===== config.mk =====
export PLATFORM = sky130hd
export DESIGN_NAME = swu_top
export DESIGN_NICKNAME = d
export VERILOG_FILES = /design/src/rtl/swu_pkg.sv /design/src/rtl/swu_sync.sv /design/src/rtl/swu_linemon.sv /design/src/rtl/swu_tx.sv /design/src/rtl/swu_rx.sv /design/src/rtl/swu_top.sv
export SDC_FILE = /design/constraint.sdc
export NUM_CORES = 1
export LEC_CHECK = 0
export ABC_AREA = 1
export BUFFER_PORTS_ARGS = -buffer_cell sky130_fd_sc_hd__buf_2
export CELL_PAD_IN_SITES_DETAIL_PLACEMENT = 0
export CELL_PAD_IN_SITES_GLOBAL_PLACEMENT = 1
export CORE_MARGIN = 5
export CORE_UTILIZATION = 30
export CTS_CLUSTER_DIAMETER = 100
export CTS_CLUSTER_SIZE = 14
export DETAILED_ROUTE_END_ITERATION = 6
export PLACE_DENSITY = 0.71
export RECOVER_POWER = 100
export SLEW_MARGIN = 20
export SYNTH_ARGS = -nofsm -noshare
export SYNTH_HDL_FRONTEND = slang
export SYNTH_SLANG_ARGS = --single-unit

===== constraint.sdc =====
create_clock -name clk -period 5.1 [get_ports clk]
set_clock_uncertainty 0.05 [all_clocks]
set_input_delay 0.255 -clock clk [delete_from_list [all_inputs] [get_ports clk]]
set_output_delay 0.255 -clock clk [all_outputs]
set_load 0.02 [all_outputs]

===== src/rtl/swu_pkg.sv =====
package swu_pkg;

    parameter int DATA_W = 8;
    parameter int DIV_W  = 16;
    parameter int SYNC_N = 2;

    localparam int NBITS_MAX = DATA_W + 4;
    localparam int CNT_W     = $clog2(NBITS_MAX + 1);
    localparam int CHAR_W    = DIV_W + CNT_W;

    localparam int BAUD_LIN_SLOW = 9600;
    localparam int BAUD_LIN_FAST = 19200;
    localparam int BAUD_KLINE    = 10400;

    typedef struct packed {
        logic [DIV_W-1:0] bit_ticks;
        logic             par_en;
        logic             par_odd;
        logic             two_stop;
        logic             listen;
    } line_cfg_t;

    typedef struct packed {
        logic [DATA_W-1:0] data;
        logic              perr;
        logic              ferr;
    } rx_word_t;

    typedef enum logic {TX_IDLE, TX_SEND} tx_st_t;
    typedef enum logic [1:0] {RX_IDLE, RX_START, RX_BITS, RX_HOLD} rx_st_t;

    function automatic logic [DIV_W-1:0] preset_ticks(input int clk_hz, input int baud);
        return DIV_W'((clk_hz + baud / 2) / baud);
    endfunction

    function automatic logic par_bit(input logic [DATA_W-1:0] d, input logic odd);
        return (^d) ^ odd;
    endfunction

    function automatic logic [CNT_W-1:0] frame_len(input logic pe, input logic ts);
        return CNT_W'(DATA_W + 2) + CNT_W'(pe) + CNT_W'(ts);
    endfunction

    function automatic logic [CHAR_W-1:0] char_time(input line_cfg_t c);
        return CHAR_W'(c.bit_ticks) * CHAR_W'(frame_len(c.par_en, c.two_stop));
    endfunction

    // Bit 0 is the start bit; unused upper positions stay high (stop level).
    function automatic logic [NBITS_MAX-1:0] build_frame(input logic [DATA_W-1:0] d,
                                                         input line_cfg_t c);
        logic [NBITS_MAX-1:0] f;
        f           = '1;
        f[0]        = 1'b0;
        f[DATA_W:1] = d;
        if (c.par_en) f[DATA_W+1] = par_bit(d, c.par_odd);
        return f;
    endfunction

endpackage


===== src/rtl/swu_sync.sv =====
module swu_sync import swu_pkg::*; (
    input  logic clk,
    input  logic rst,
    input  logic line_in,
    output logic line_s,
    output logic fell
);
    logic [SYNC_N-1:0] sh;
    logic              prev;

    always_ff @(posedge clk) begin
        if (rst) begin
            sh   <= '1;
            prev <= 1'b1;
        end else begin
            sh   <= {sh[SYNC_N-2:0], line_in};
            prev <= sh[SYNC_N-1];
        end
    end

    assign line_s = sh[SYNC_N-1];
    assign fell   = prev & ~sh[SYNC_N-1];
endmodule


===== src/rtl/swu_linemon.sv =====
module swu_linemon import swu_pkg::*; (
    input  logic              clk,
    input  logic              rst,
    input  logic              line_s,
    input  logic [CHAR_W-1:0] char_cyc,
    output logic              idle_ok,
    output logic              brk
);
    logic [CHAR_W-1:0] hi_cnt;
    logic [CHAR_W-1:0] lo_cnt;

    always_ff @(posedge clk) begin
        if (rst) begin
            hi_cnt <= '0;
            lo_cnt <= '0;
            brk    <= 1'b0;
        end else begin
            brk <= 1'b0;
            if (line_s) begin
                lo_cnt <= '0;
                if (hi_cnt < char_cyc) hi_cnt <= hi_cnt + 1'b1;
            end else begin
                hi_cnt <= '0;
                if (lo_cnt < char_cyc) begin
                    lo_cnt <= lo_cnt + 1'b1;
                    brk    <= (CHAR_W'(lo_cnt + 1'b1) == char_cyc);
                end
            end
        end
    end

    assign idle_ok = (hi_cnt >= char_cyc);
endmodule


===== src/rtl/swu_tx.sv =====
module swu_tx import swu_pkg::*; (
    input  logic              clk,
    input  logic              rst,
    input  line_cfg_t         cfg,
    input  logic              idle_ok,
    input  logic              line_s,
    input  logic              tx_valid,
    input  logic [DATA_W-1:0] tx_data,
    output logic              tx_ready,
    output logic              pull_low,
    output logic              busy,
    output logic              coll
);
    tx_st_t               st;
    logic [NBITS_MAX-1:0] sr;
    logic [CNT_W-1:0]     left;
    logic [DIV_W-1:0]     tmr;
    logic [DIV_W-1:0]     half;

    assign half     = cfg.bit_ticks >> 1;
    assign tx_ready = (st == TX_IDLE) && idle_ok && !cfg.listen;
    assign busy     = (st == TX_SEND);

    always_ff @(posedge clk) begin
        if (rst) begin
            st       <= TX_IDLE;
            sr       <= '1;
            left     <= '0;
            tmr      <= '0;
            pull_low <= 1'b0;
            coll     <= 1'b0;
        end else begin
            coll <= 1'b0;
            case (st)
                TX_IDLE: begin
                    pull_low <= 1'b0;
                    if (tx_valid && tx_ready) begin
                        sr       <= build_frame(tx_data, cfg);
                        left     <= frame_len(cfg.par_en, cfg.two_stop);
                        tmr      <= '0;
                        pull_low <= 1'b1;
                        st       <= TX_SEND;
                    end
                end
                TX_SEND: begin
                    if (cfg.listen) begin
                        pull_low <= 1'b0;
                        st       <= TX_IDLE;
                    end else if (tmr == half && line_s != sr[0]) begin
                        coll     <= 1'b1;
                        pull_low <= 1'b0;
                        st       <= TX_IDLE;
                    end else if (tmr == cfg.bit_ticks - 1'b1) begin
                        tmr  <= '0;
                        sr   <= {1'b1, sr[NBITS_MAX-1:1]};
                        left <= left - 1'b1;
                        if (left == CNT_W'(1)) begin
                            pull_low <= 1'b0;
                            st       <= TX_IDLE;
                        end else begin
                            pull_low <= ~sr[1];
                        end
                    end else begin
                        tmr <= tmr + 1'b1;
                    end
                end
                default: st <= TX_IDLE;
            endcase
        end
    end
endmodule


===== src/rtl/swu_rx.sv =====
module swu_rx import swu_pkg::*; (
    input  logic             clk,
    input  logic             rst,
    input  logic [DIV_W-1:0] ticks,
    input  logic             par_en,
    input  logic             par_odd,
    input  logic             line_s,
    input  logic             fell,
    input  logic             brk,
    input  logic             tx_busy,
    output logic             rx_valid,
    output rx_word_t         rx_word
);
    rx_st_t            st;
    logic [DIV_W-1:0]  tmr;
    logic [CNT_W-1:0]  cnt;
    logic [DATA_W-1:0] dat;
    logic              pbit;
    logic              echo;
    logic [DIV_W-1:0]  half;
    logic [CNT_W-1:0]  last_idx;
    logic              perr_now;

    assign half     = ticks >> 1;
    assign last_idx = CNT_W'(DATA_W) + CNT_W'(par_en);
    assign perr_now = par_en && (par_bit(dat, par_odd) != pbit);

    always_ff @(posedge clk) begin
        if (rst) begin
            st       <= RX_IDLE;
            tmr      <= '0;
            cnt      <= '0;
            dat      <= '0;
            pbit     <= 1'b0;
            echo     <= 1'b0;
            rx_valid <= 1'b0;
            rx_word  <= '0;
        end else begin
            rx_valid <= 1'b0;
            case (st)
                RX_IDLE: begin
                    if (fell) begin
                        st   <= RX_START;
                        tmr  <= '0;
                        echo <= tx_busy;
                    end
                end
                RX_START: begin
                    if (tmr == half - 1'b1) begin
                        tmr <= '0;
                        cnt <= '0;
                        st  <= line_s ? RX_IDLE : RX_BITS;
                    end else begin
                        tmr <= tmr + 1'b1;
                    end
                end
                RX_BITS: begin
                    if (tmr == ticks - 1'b1) begin
                        tmr <= '0;
                        if (cnt == last_idx) begin
                            if (line_s) begin
                                rx_valid <= !echo;
                                rx_word  <= '{data: dat, perr: perr_now, ferr: 1'b0};
                                st       <= RX_IDLE;
                            end else begin
                                st <= RX_HOLD;
                            end
                        end else begin
                            if (cnt < CNT_W'(DATA_W)) dat <= {line_s, dat[DATA_W-1:1]};
                            else                      pbit <= line_s;
                            cnt <= cnt + 1'b1;
                        end
                    end else begin
                        tmr <= tmr + 1'b1;
                    end
                end
                RX_HOLD: begin
                    if (brk) begin
                        st <= RX_IDLE;
                    end else if (line_s) begin
                        rx_valid <= !echo;
                        rx_word  <= '{data: dat, perr: perr_now, ferr: 1'b1};
                        st       <= RX_IDLE;
                    end
                end
                default: st <= RX_IDLE;
            endcase
        end
    end
endmodule


===== src/rtl/swu_top.sv =====
module swu_top import swu_pkg::*; #(
    parameter int CLK_HZ = 50_000_000
) (
    input  logic              clk,
    input  logic              rst,
    input  logic [1:0]        baud_sel,
    input  logic [DIV_W-1:0]  custom_ticks,
    input  logic              par_en,
    input  logic              par_odd,
    input  logic              two_stop,
    input  logic              listen_en,
    input  logic              tx_valid,
    input  logic [DATA_W-1:0] tx_data,
    output logic              tx_ready,
    output logic              rx_valid,
    output logic [DATA_W-1:0] rx_data,
    output logic              rx_parity_err,
    output logic              rx_frame_err,
    output logic              collision,
    output logic              line_break,
    input  logic              line_in,
    output logic              line_pull_low
);
    localparam logic [DIV_W-1:0] TICKS_SLOW  = preset_ticks(CLK_HZ, BAUD_LIN_SLOW);
    localparam logic [DIV_W-1:0] TICKS_FAST  = preset_ticks(CLK_HZ, BAUD_LIN_FAST);
    localparam logic [DIV_W-1:0] TICKS_KLINE = preset_ticks(CLK_HZ, BAUD_KLINE);

    line_cfg_t         cfg;
    logic [DIV_W-1:0]  ticks;
    logic [CHAR_W-1:0] char_cyc;
    logic              line_s, fell, idle_ok, tx_busy;
    rx_word_t          rx_word;

    always_comb begin
        case (baud_sel)
            2'd0:    ticks = TICKS_SLOW;
            2'd1:    ticks = TICKS_FAST;
            2'd2:    ticks = TICKS_KLINE;
            default: ticks = custom_ticks;
        endcase
    end

    assign cfg      = '{bit_ticks: ticks, par_en: par_en, par_odd: par_odd,
                        two_stop: two_stop, listen: listen_en};
    assign char_cyc = char_time(cfg);

    swu_sync u_sync (
        .clk(clk), .rst(rst), .line_in(line_in), .line_s(line_s), .fell(fell)
    );

    swu_linemon u_mon (
        .clk(clk), .rst(rst), .line_s(line_s), .char_cyc(char_cyc),
        .idle_ok(idle_ok), .brk(line_break)
    );

    swu_tx u_tx (
        .clk(clk), .rst(rst), .cfg(cfg), .idle_ok(idle_ok), .line_s(line_s),
        .tx_valid(tx_valid), .tx_data(tx_data), .tx_ready(tx_ready),
        .pull_low(line_pull_low), .busy(tx_busy), .coll(collision)
    );

    swu_rx u_rx (
        .clk(clk), .rst(rst), .ticks(ticks), .par_en(par_en), .par_odd(par_odd),
        .line_s(line_s), .fell(fell), .brk(line_break), .tx_busy(tx_busy),
        .rx_valid(rx_valid), .rx_word(rx_word)
    );

    assign rx_data       = rx_word.data;
    assign rx_parity_err = rx_word.perr;
    assign rx_frame_err  = rx_word.ferr;
endmodule


==> results_dict.tcl, run 1 <==
set metrics [dict create \
    overflow 0 \
    cp-start-kind "primary input" \
    synthArstFlopShare_pct 0 \
    ys.flop_type "dfxtp_1" \
    vdd_ir_drop_max_uv 248.1 \
    setup_viol 0 \
    die_y_um 201.8 \
    grt_pass1_vias 11090 \
    cts_tree "built" \
    p_sw_mw 1.686 \
    fmax_ghz 0.2004 \
    dpl_worst_slack_ps -502.0 \
    netlist.area_leader.share_pct 21.77 \
    dpl_cell_area_mm2 0.01272 \
    ant_nets 0 \
    drt_iter0_drc 576 \
    ioPinCount 49 \
    combPwrFrac_pct 47.9 \
    finalHoldViolations 0 \
    crit_type "in -> out" \
    numClockSinks 120 \
    drt_wl_total_um 34560 \
    cts-root-buf "clkbuf_16" \
    ys_ff_latch 120 \
    antenna_found_initial 0 \
    worst_slack_ps 110.5 \
    power_frac_seq_pct 23.7 \
    numCtsBuffers 17 \
    p_clk_share_pct 28.4 \
    drive_gt1_share_pct 20.76 \
    core_mm2 0.03643 \
    slew_headroom_pct 32.87 \
    insertion_delay_ps 440 \
    grt_pass1_wl_um 55990 \
    synth_nets 1804 \
    nFillCells 3931 \
    swShare_pct 39.99 \
    drc 0 \
    num_vias 11320 \
    synth_edf_count 0 \
    leakage_nw 6.160 \
    cap_violations 0 \
    drv_slew 0 \
    htree_levels 4 \
    tightest_slew_ps 1007 \
    place_hpwl_um 27150 \
    clockBufferDepth 2 \
    synthToLayoutAreaGrowth_pct 26.98 \
    die_w_um 201.8 \
    fin_hold_ws_ps 64.36 \
    num-nets-final 1993 \
    numPortBuffers 48 \
    critPathMaxFanout 7 \
    initial_core_util_pct 30.29 \
    cp-end-kind "primary output" \
    period_share_pct 97.83 \
    path_clk_slew_ps 60 \
    status "finished, final reports clean" \
    synth_cell_types 51 \
    synthMostInstantiatedCell "nand2_1" \
    netlist_instances 1667 \
    netlist_area_mm2 0.01104 \
    seqCellArea_mm2 0.002402 \
    wire_per_inst_um 14.79 \
    std_cell_rows 70 \
    drt-vias-per-instance 4.845 \
    yosysSeqAreaShare_pct 21.77 \
    grt_max_degree 52 \
    ys_top_cells_by_area "dfxtp_1, nand2_1, ha_1, inv_1, xor2_1" \
    hold_path.class "in -> reg" \
    cp.arrival_ps 4680 \
    fin_crit_ps 4990 \
    synth_common_cells "nand2_1, inv_1, nor2_1, nand3_1, dfxtp_1" \
    multiInputGateArea_mm2 0.007929 \
    fin_area_mm2 0.01401 \
    fp.dieArea_mm2 0.04073 \
    rsz0062_at_grt "yes" \
    yosys.area.top_type "dfxtp_1" \
    grt_usage_pct 16.68 \
    fin_total_pwr_mw 4.218 \
    cp.required_ps 4800 \
    first_pass_iters 7 \
    syn_area_per_cell_um2 6.621 \
    yosys_warnings 0 \
    utilization_pct 38.46 \
    p_per_area_mw_per_mm2 300.9 \
    p_int_mw 2.531 \
    antennaDiodeCount 0 \
    place.gp.congestion 0.9488 \
]
[critical path, cell delays in order]
cell and delay (ps):
buf_8 100, ha_4 170, buf_6 140, buf_4 150, nand2_4 100, inv_4 50
nor2_1 110, fa_1 420, inv_1 80, fa_1 420, inv_2 90, ha_4 210
a21oi_2 140, nand2_2 100, buf_4 140, buf_4 120, xnor2_1 230, ha_1 300
a21oi_1 200, nor2_1 70, a211oi_2 170, o221ai_1 170, nand3_1 140, nand4_1 230
nand2_1 160, inv_1 60, buf_6 130
[kinds of logic after synthesis]
group | synth area share [%]
and+or+nand+nor | 30.57
adders and majority gates | 13.58
xor gates and xnor gates | 10.38
DFF | 21.77
AOI/OAI and AO/OA | 12.92
buffers and inverters | 10.74
other | 0.03398
[what timing repair did]
item                                    in CTS  in global routing
hold buffers                                 1                  0
pin swaps                                    8                 57
hold endpoints to repair                     1                  0
buffers inserted                             6                 20
endpoints found under the setup margin      27                 71
gates resized for setup                     26                122
cloned                                       0                  1
[per-stage QoR]
stage	TNS, ps	std cells
2_1_floorplan	0	1667
3_3_place_gp	-17620	2277
3_5_place_dp	-26350	2277
4_1_cts	0	2316
5_1_grt	-1185	2337
6_report	0	2337
[power groups by stage]
stage                     registers [mW]  clock network, mW  logic [mW]
after detailed placement            1.02                  0        1.81
after global routing                1.01               1.28        2.24
after floorplan                     1.04                  0        1.05
final                               1.00               1.20        2.02
after CTS                           1.00               1.23        1.87
after global placement              1.02                  0        1.80
[path summary, 6_finish.rpt]
kind | startpoint | to | slack (ps) | cells past startpoint
worst max-delay path | baud_sel[1] | tx_ready | 110 | 27
worst min-delay path | listen_en | u_tx.coll$_SDFF_PP0_ | 60 | 2
worst max register to register | u_sync.sh[1]$_SDFF_PP1_ | u_mon.brk$_SDFF_PP0_ | 2000 | 12
worst min register to register | u_sync.sh[0]$_SDFF_PP1_ | u_sync.sh[1]$_SDFF_PP1_ | 360 | 1
[sequential cells by signal, summed over array words and instances (netlist names)]
signal	cells
u_mon.hi_cnt	20
u_mon.lo_cnt	20
u_rx.tmr	16
u_tx.tmr	16
u_rx.rx_word	10
u_tx.sr	10
u_rx.dat	8
u_rx.cnt	4
u_tx.left	4
u_rx.st	2
u_sync.sh	2
u_mon.brk	1
u_rx.echo	1
u_rx.pbit	1
u_rx.rx_valid	1
u_sync.prev	1
u_tx.busy	1
u_tx.coll	1
u_tx.pull_low	1
[metal layers]
metal | track usage, % | wire, um
met3 | 3.257 | 1363
met4 | 5.811 | 1054
met2 | 28.23 | 16360
met5 | 0 | 0
met1 | 21.23 | 15780
[final cells by class]
class	instances	share of cell area (%)
multi-input combinational	1244	56.58
sequential	120	17.14
clock inverter	11	0.8839
clock buffer	21	3.143
timing repair buffer	219	11.22
inverter	254	6.857
tap	468	4.178
[cell usage in the layout, fill, tap and decap left out, types with 4 or more instances in the layout]
| master | instances |
|---|---|
| ha_4 | 14 |
| nand2_1 | 329 |
| nand2_2 | 30 |
| ha_1 | 60 |
| buf_2 | 31 |
| nand2_4 | 10 |
| a21oi_2 | 7 |
| buf_6 | 8 |
| nand3_2 | 6 |
| xnor2_1 | 26 |
| nor2_4 | 4 |
| o21ai_4 | 9 |
| or2_2 | 7 |
| nor2_2 | 20 |
| clkbuf_16 | 17 |
| nor3_2 | 4 |
| nor3_1 | 38 |
| nor4_1 | 12 |
| o21ai_0 | 77 |
| nand3_1 | 118 |
| nor2_1 | 132 |
| o211ai_1 | 4 |
| nand4_1 | 42 |
| xor2_1 | 100 |
| inv_1 | 221 |
| fa_1 | 27 |
| clkbuf_1 | 21 |
| inv_2 | 28 |
| dfxtp_1 | 120 |
| a21oi_1 | 112 |
| buf_4 | 155 |
| o2111ai_1 | 7 |
No activity file was read; power rests on OpenSTA's default activity.
==> run 2: changes to the inputs <==
CORE_MARGIN = default   (was 5)
PLACE_DENSITY = 0.72   (was 0.71)
SYNTH_HIERARCHICAL = 1   (was default)
clock period = 4.05 ns   (was 5.1 ns; I/O delays follow)
==> run 2 against run 1 <==
  * The flow now finishes with violations (DRC, setup timing)
  * Utilization is 2.0 points higher
  * Setup slack lost 1000 ps
  * Die area up 2.6%
==> results_dict.tcl, run 2 <==
set metrics [dict create \
    synth_cell_types 52 \
    p_per_area_mw_per_mm2 361.8 \
    initial_core_util_pct 30.65 \
    ioPinCount 49 \
    yosys_warnings 6 \
    leakage_nw 7.793 \
    wire_per_inst_um 14.22 \
    die_y_um 204.4 \
    first_pass_iters 7 \
    dpl_cell_area_mm2 0.01437 \
    overflow 0 \
    cap_violations 0 \
    grt_usage_pct 19.06 \
    numClockSinks 120 \
    synth_nets 2154 \
    r2r_end "u_rx/rx_word[9]$_SDFFE_PP0P_" \
    grt_pass1_vias 12400 \
    drv_slew 0 \
    synthMostInstantiatedCell "nand2_1" \
    violations "DRC, setup timing" \
    vdd_ir_drop_max_uv 237.8 \
    netlist.area_leader.share_pct 19.55 \
    ys.flop_type "dfxtp_1" \
    drt_iter0_drc 841 \
    crit_top_cell "inv_2" \
    numCtsBuffers 17 \
    synth_common_cells "nand2_1, inv_1, nor2_1, nand3_1, dfxtp_1" \
    cp-end-kind "flip-flop" \
    crit_type "in -> reg" \
    drt-vias-per-instance 4.701 \
    grt_pass1_wl_um 64040 \
    num_vias 12920 \
    final_cell_mix "nand2_1, inv_1, nor2_1, buf_4, nand3_1" \
    cpLargestDelayFamily "simple AND/OR/NAND/NOR gates" \
    syn_area_per_cell_um2 6.123 \
    fp.dieArea_mm2 0.04178 \
    setup_viol 74 \
    min_from "tx_data[4]" \
    synthToLayoutAreaGrowth_pct 32.12 \
    yosys.area.top_type "dfxtp_1" \
    holdPathEnd "u_tx/sr[5]$_SDFFE_PP1P_" \
    hold_path.class "in -> reg" \
    finalHoldViolations 0 \
    utilization_pct 40.49 \
    cts_tree "built" \
    synth_edf_count 0 \
    critPathSlowestCell "fa_1" \
    netlist_instances 2007 \
    ys_top_cells_by_area "dfxtp_1, nand2_1, ha_1, inv_1, nor2_1" \
    stdcell_count 2749 \
    tightest_slew_ps 806.7 \
    numPortBuffers 48 \
    final_common_cell "nand2_1" \
    fin_total_pwr_mw 5.874 \
    r2r_start "u_rx/tmr[3]$_SDFFE_PP0P_" \
    dpl_worst_slack_ps -1664 \
    cp.arrival_ps 5220 \
    slew_headroom_pct 45.88 \
    clockBufferDepth 2 \
    reg_top3 "u_mon/hi_cnt (20), u_mon/lo_cnt (20)" \
    hold_depth 5 \
    status "finished, violations left" \
    drive_gt1_share_pct 23.47 \
    fmax_ghz 0.2006 \
    path_clk_slew_ps 60 \
    num-nets-final 2359 \
    htree_levels 4 \
    drt_wl_total_um 39100 \
    std_cell_rows 73 \
    place_hpwl_um 29820 \
    crit_buf_inv 13 \
    cp.required_ps 4280 \
    core_mm2 0.04010 \
    cts-root-buf "clkbuf_16" \
    critPathMaxFanout 6 \
    cp-start-kind "primary input" \
    yosysSeqAreaShare_pct 19.55 \
    worst_slack_ps -936.0 \
    dp_cells 2666 \
    slowest_delay_ps 490 \
    fin_area_mm2 0.01624 \
    antennaDiodeCount 0 \
    insertion_delay_ps 420 \
    fin_crit_ps 4986 \
    drc 3 \
    ys_ff_latch 120 \
    grt_max_degree 27 \
    ant_nets 0 \
    die_w_um 204.4 \
    period_share_pct 123.1 \
    r2r_cells 14 \
    synthArstFlopShare_pct 0 \
    rsz0062_at_grt "yes" \
    reg2reg_slack_ps 1230 \
    antenna_found_initial 0 \
    netlist_area_mm2 0.01229 \
    place.gp.congestion 0.8313 \
]
run 2: logic make-up after synthesis:
group	Yosys count	share of synthesized area, %
AND/OR/NAND/NOR	1144	40.67
buffers and inverters	332	11.02
AO/OA/AOI/OAI	199	8.481
flip-flops	120	19.55
adder cells (fa/ha/maj)	113	13.15
XOR/XNOR	98	7.096
other	1	0.03051
run 2: power breakdown:
group / internal (mW) / switching [mW] / total, mW
sequential: 1.24 / 0.0424 / 1.28
combinational: 1.25 / 1.73 / 2.98
clock: 1.03 / 0.586 / 1.61
run 2: layout make-up:
cell class,count,area [um2]
fill,4139,23860
multi-input combinational,1557,9502
sequential,120,2402
timing repair buffer,236,1963
inverter,280,1104
tap,525,656.9
clock buffer,19,432.9
clock inverter,12,176.4
run 2: through the flow:
| stage | hold WS, ps | TNS, ps |
|---|---|---|
| final | 61.48 | -45020 |
| after CTS | 47.06 | -39410 |
| after global routing | 76.11 | -65700 |
| after detailed placement | 351.6 | -94960 |
| after global placement | 339.5 | -91590 |
| after floorplan | 221.6 | -35290 |
run 2: worst max-delay path by stage:
stage                start                   endpoint  slack (ps)  cells after the start
2_1_floorplan  baud_sel[0]   u_tx/tmr[9]$_SDFFE_PP0P_       -1030                     39
4_1_cts        baud_sel[0]                   tx_ready        -840                     33
5_1_grt        baud_sel[0]    u_tx/sr[9]$_SDFFE_PP1P_       -1250                     41
6_report       baud_sel[0]    u_tx/sr[6]$_SDFFE_PP1P_        -940                     41
3_3_place_gp   baud_sel[0]   u_tx/tmr[4]$_SDFFE_PP0P_       -1610                     40
3_5_place_dp   baud_sel[0]  u_tx/tmr[13]$_SDFFE_PP0P_       -1660                     40
run 2: routing by layer:
metal	global-route usage (%)	vias to the layer above	wire length, um
li1	-	6724	-
met1	25.75	5920	19110
met2	31.91	237	18010
met3	1.865	42	1217
met4	5.490	0	762
met5	0	-	0
run 2: worst reg2reg max path, delay by kind of cell, from the launching register on:
family	cells	cell delay (ps)
and+or+nand+nor	12	1690
DFF	1	500
buffers and inverters	2	490
run 2: timing repair:
item | 4_1_cts | 5_1_grt
cloned | 7 | 1
pin swaps | 68 | 40
endpoints found under the hold margin | 2 | 0
endpoints found under the setup margin | 74 | 74
setup buffers | 37 | 8
hold buffers | 2 | 0
resized for setup | 147 | 73
==> run 3: changes to the inputs <==
CELL_PAD_IN_SITES_DETAIL_PLACEMENT = 1   (was 0)
CELL_PAD_IN_SITES_GLOBAL_PLACEMENT = 2   (was 1)
PLACE_DENSITY = 0.84   (was 0.72)
SYNTH_HIERARCHICAL = default   (was 1)
==> run 3 against run 2 <==
  * Register-to-register slack lost 330 ps
  * Critical path type unchanged
  * The flow finishes with violations (setup timing)
  * Largest power group unchanged
  * Maximum frequency shrank 2.8%
  * Global-route usage grew 2.8 points
  * Final area shrank 4.4%
  * First-iteration DRC count shrank 43%
  * Via count shrank 6.6%
  * Routed wire length grew 9.2%
  * Total power shrank 1.6%
  * Hold slack gained 39 ps
  * Critical endpoint is now u_tx.tmr[1]$_SDFFE_PP0P_
  * Non-clock buffer count grew 36
==> results_dict.tcl, run 3 (synthesis results as in run 1) <==
set metrics [dict create \
    finalHoldViolations 0 \
    crit_top_cell "nand2_2" \
    overflow 0 \
    leakage_nw 6.661 \
    slowest_delay_ps 530 \
    fmax_ghz 0.1949 \
    endpoint "u_tx.tmr[1]$_SDFFE_PP0P_" \
    cp-start-kind "primary input" \
    critPathLaunch "baud_sel[0]" \
    setup_viol 74 \
    r2r_end "u_mon.brk$_SDFF_PP0_" \
    drive_gt1_share_pct 30.32 \
    cap_violations 0 \
    fin_crit_ps 5130 \
    hold_path.class "in -> reg" \
    num_vias 12070 \
    initial_core_util_pct 30.73 \
    r2r_start "u_mon.lo_cnt[0]$_SDFFE_PP0N_" \
    die_y_um 193.8 \
    clockBufferDepth 2 \
    status "finished, violations left" \
    grt_max_degree 55 \
    cp-end-kind "flip-flop" \
    grt_usage_pct 21.89 \
    path_clk_slew_ps 60 \
    cp.required_ps 4370 \
    drt_iter0_drc 482 \
    first_pass_iters 6 \
    numClockSinks 120 \
    reg_top3 "u_mon.hi_cnt (20), u_mon.lo_cnt (20)" \
    insertion_delay_ps 440 \
    cp.arrival_ps 5450 \
    drc 0 \
    reg2reg_slack_ps 900 \
    place_hpwl_um 30970 \
    drv_slew 0 \
    vdd_ir_drop_max_uv 318.1 \
    final_cell_mix "nand2_1, inv_1, buf_4, nor2_1, dfxtp_1" \
    drt-vias-per-instance 5.064 \
    dpl_worst_slack_ps -1474 \
    numCtsBuffers 17 \
    critPathSlowestCell "fa_1" \
    crit_type "in -> reg" \
    cts_tree "built" \
    grt_pass1_vias 12780 \
    violations "setup timing" \
    cts-root-buf "clkbuf_16" \
    antenna_found_initial 0 \
    p_per_area_mw_per_mm2 372.6 \
    dp_cells 2288 \
    num-nets-final 2048 \
    fp.dieArea_mm2 0.03756 \
    worst_slack_ps -1080 \
    std_cell_rows 69 \
    drt_wl_total_um 42710 \
    synthToLayoutAreaGrowth_pct 40.58 \
    tightest_slew_ps 1172 \
    antennaDiodeCount 0 \
    final_common_cell "nand2_1" \
    numPortBuffers 48 \
    die_w_um 193.8 \
    slew_headroom_pct 21.67 \
    ant_nets 0 \
    ioPinCount 49 \
    stdcell_count 2384 \
    rsz0062_at_grt "yes" \
    r2r_cells 13 \
    grt_pass1_wl_um 66240 \
    core_mm2 0.03591 \
    critPathMaxFanout 8 \
    utilization_pct 43.20 \
    wire_per_inst_um 17.91 \
    place.gp.congestion 0.8636 \
    period_share_pct 126.7 \
    htree_levels 4 \
]
[run 3: cell count changes in the layout (fill, tap and decap cells not counted), moves of 14 or more]
cell     change
nand3_1     -53
nor2_1     -105
nand2_1    -245
nand3_2     +29
inv_1       -27
a21oi_2     +14
buf_4       +32
nor3_1      +19
o21ai_1     -20
nor2_2      -17
xor2_1      +46
nand2_2     -24
[run 3: worst min path at each step]
| stage | cells after the start | slack, ps | to | start |
|---|---|---|---|---|
| 2_1_floorplan | 1 | 260 | u_sync.sh[0]$_SDFF_PP1_ | line_in |
| 3_3_place_gp | 2 | 340 | u_sync.sh[0]$_SDFF_PP1_ | line_in |
| 3_5_place_dp | 2 | 340 | u_sync.sh[0]$_SDFF_PP1_ | line_in |
| 4_1_cts | 5 | 60 | u_tx.sr[4]$_SDFFE_PP1P_ | tx_data[3] |
| 5_1_grt | 5 | 120 | u_tx.sr[3]$_SDFFE_PP1P_ | tx_data[2] |
| 6_report | 5 | 100 | u_tx.sr[4]$_SDFFE_PP1P_ | tx_data[3] |
[run 3: layout make-up]
type,count,area [um2]
Clock inverter,11,148.9
Sequential cell,120,2402
Clock buffer,20,446.7
Fill cell,4529,20400
Inverter,254,983.4
Tap cell,461,576.8
Multi-Input combinational cell,1246,8722
Timing Repair Buffer,272,2236
[run 3: routing by layer]
metal / wire, um / track usage, % / up-vias / share of wire (%)
met5: 0 / 0 / - / 0
met1: 18960 / 26.78 / 5936 / 44
li1: - / - / 5900 / -
met4: 769 / 5.452 / 0 / 1.8
met2: 21990 / 40.09 / 171 / 51
met3: 988 / 2.922 / 65 / 2.3
[run 3: through the flow]
stage / instance area (um2) / hold WS (ps) / total power, mW / setup TNS (ps)
global route: 15520 / 119.1 / 6.132 / -80530
finish: 15520 / 100.7 / 5.781 / -63450
floorplan: 11360 / 256.3 / 2.736 / -42430
detailed placement: 13150 / 342.0 / 3.828 / -99630
CTS: 14780 / 59.79 / 5.657 / -51660
global placement: 13150 / 337.7 / 3.757 / -85020
[run 3: timing repair]
item                       4_1_cts  5_1_grt
setup endpoints to repair       74       74
gates resized for setup        197      133
gates cloned                     5        4
setup buffers                   36       25
hold buffers                     2        0
pin swaps                       68       85
hold endpoints to repair         2        0
[run 3: where the power goes]
group / internal, mW / switching, mW / total [mW] / leakage (nW)
Combinational: 1.25 / 1.66 / 2.91 / 5.41
Clock: 0.981 / 0.628 / 1.61 / 0.282
Sequential: 1.23 / 0.0342 / 1.26 / 0.969
Total: 3.45 / 2.33 / 5.78 / 6.66
[run 3: worst max-delay path, delay by kind of cell]
kind | cells | cell delay, ps
compound gates | 4 | 500
buf+inv | 9 | 1070
fa+ha+maj | 5 | 1800
simple gates | 18 | 1630
xor+xnor | 1 | 230
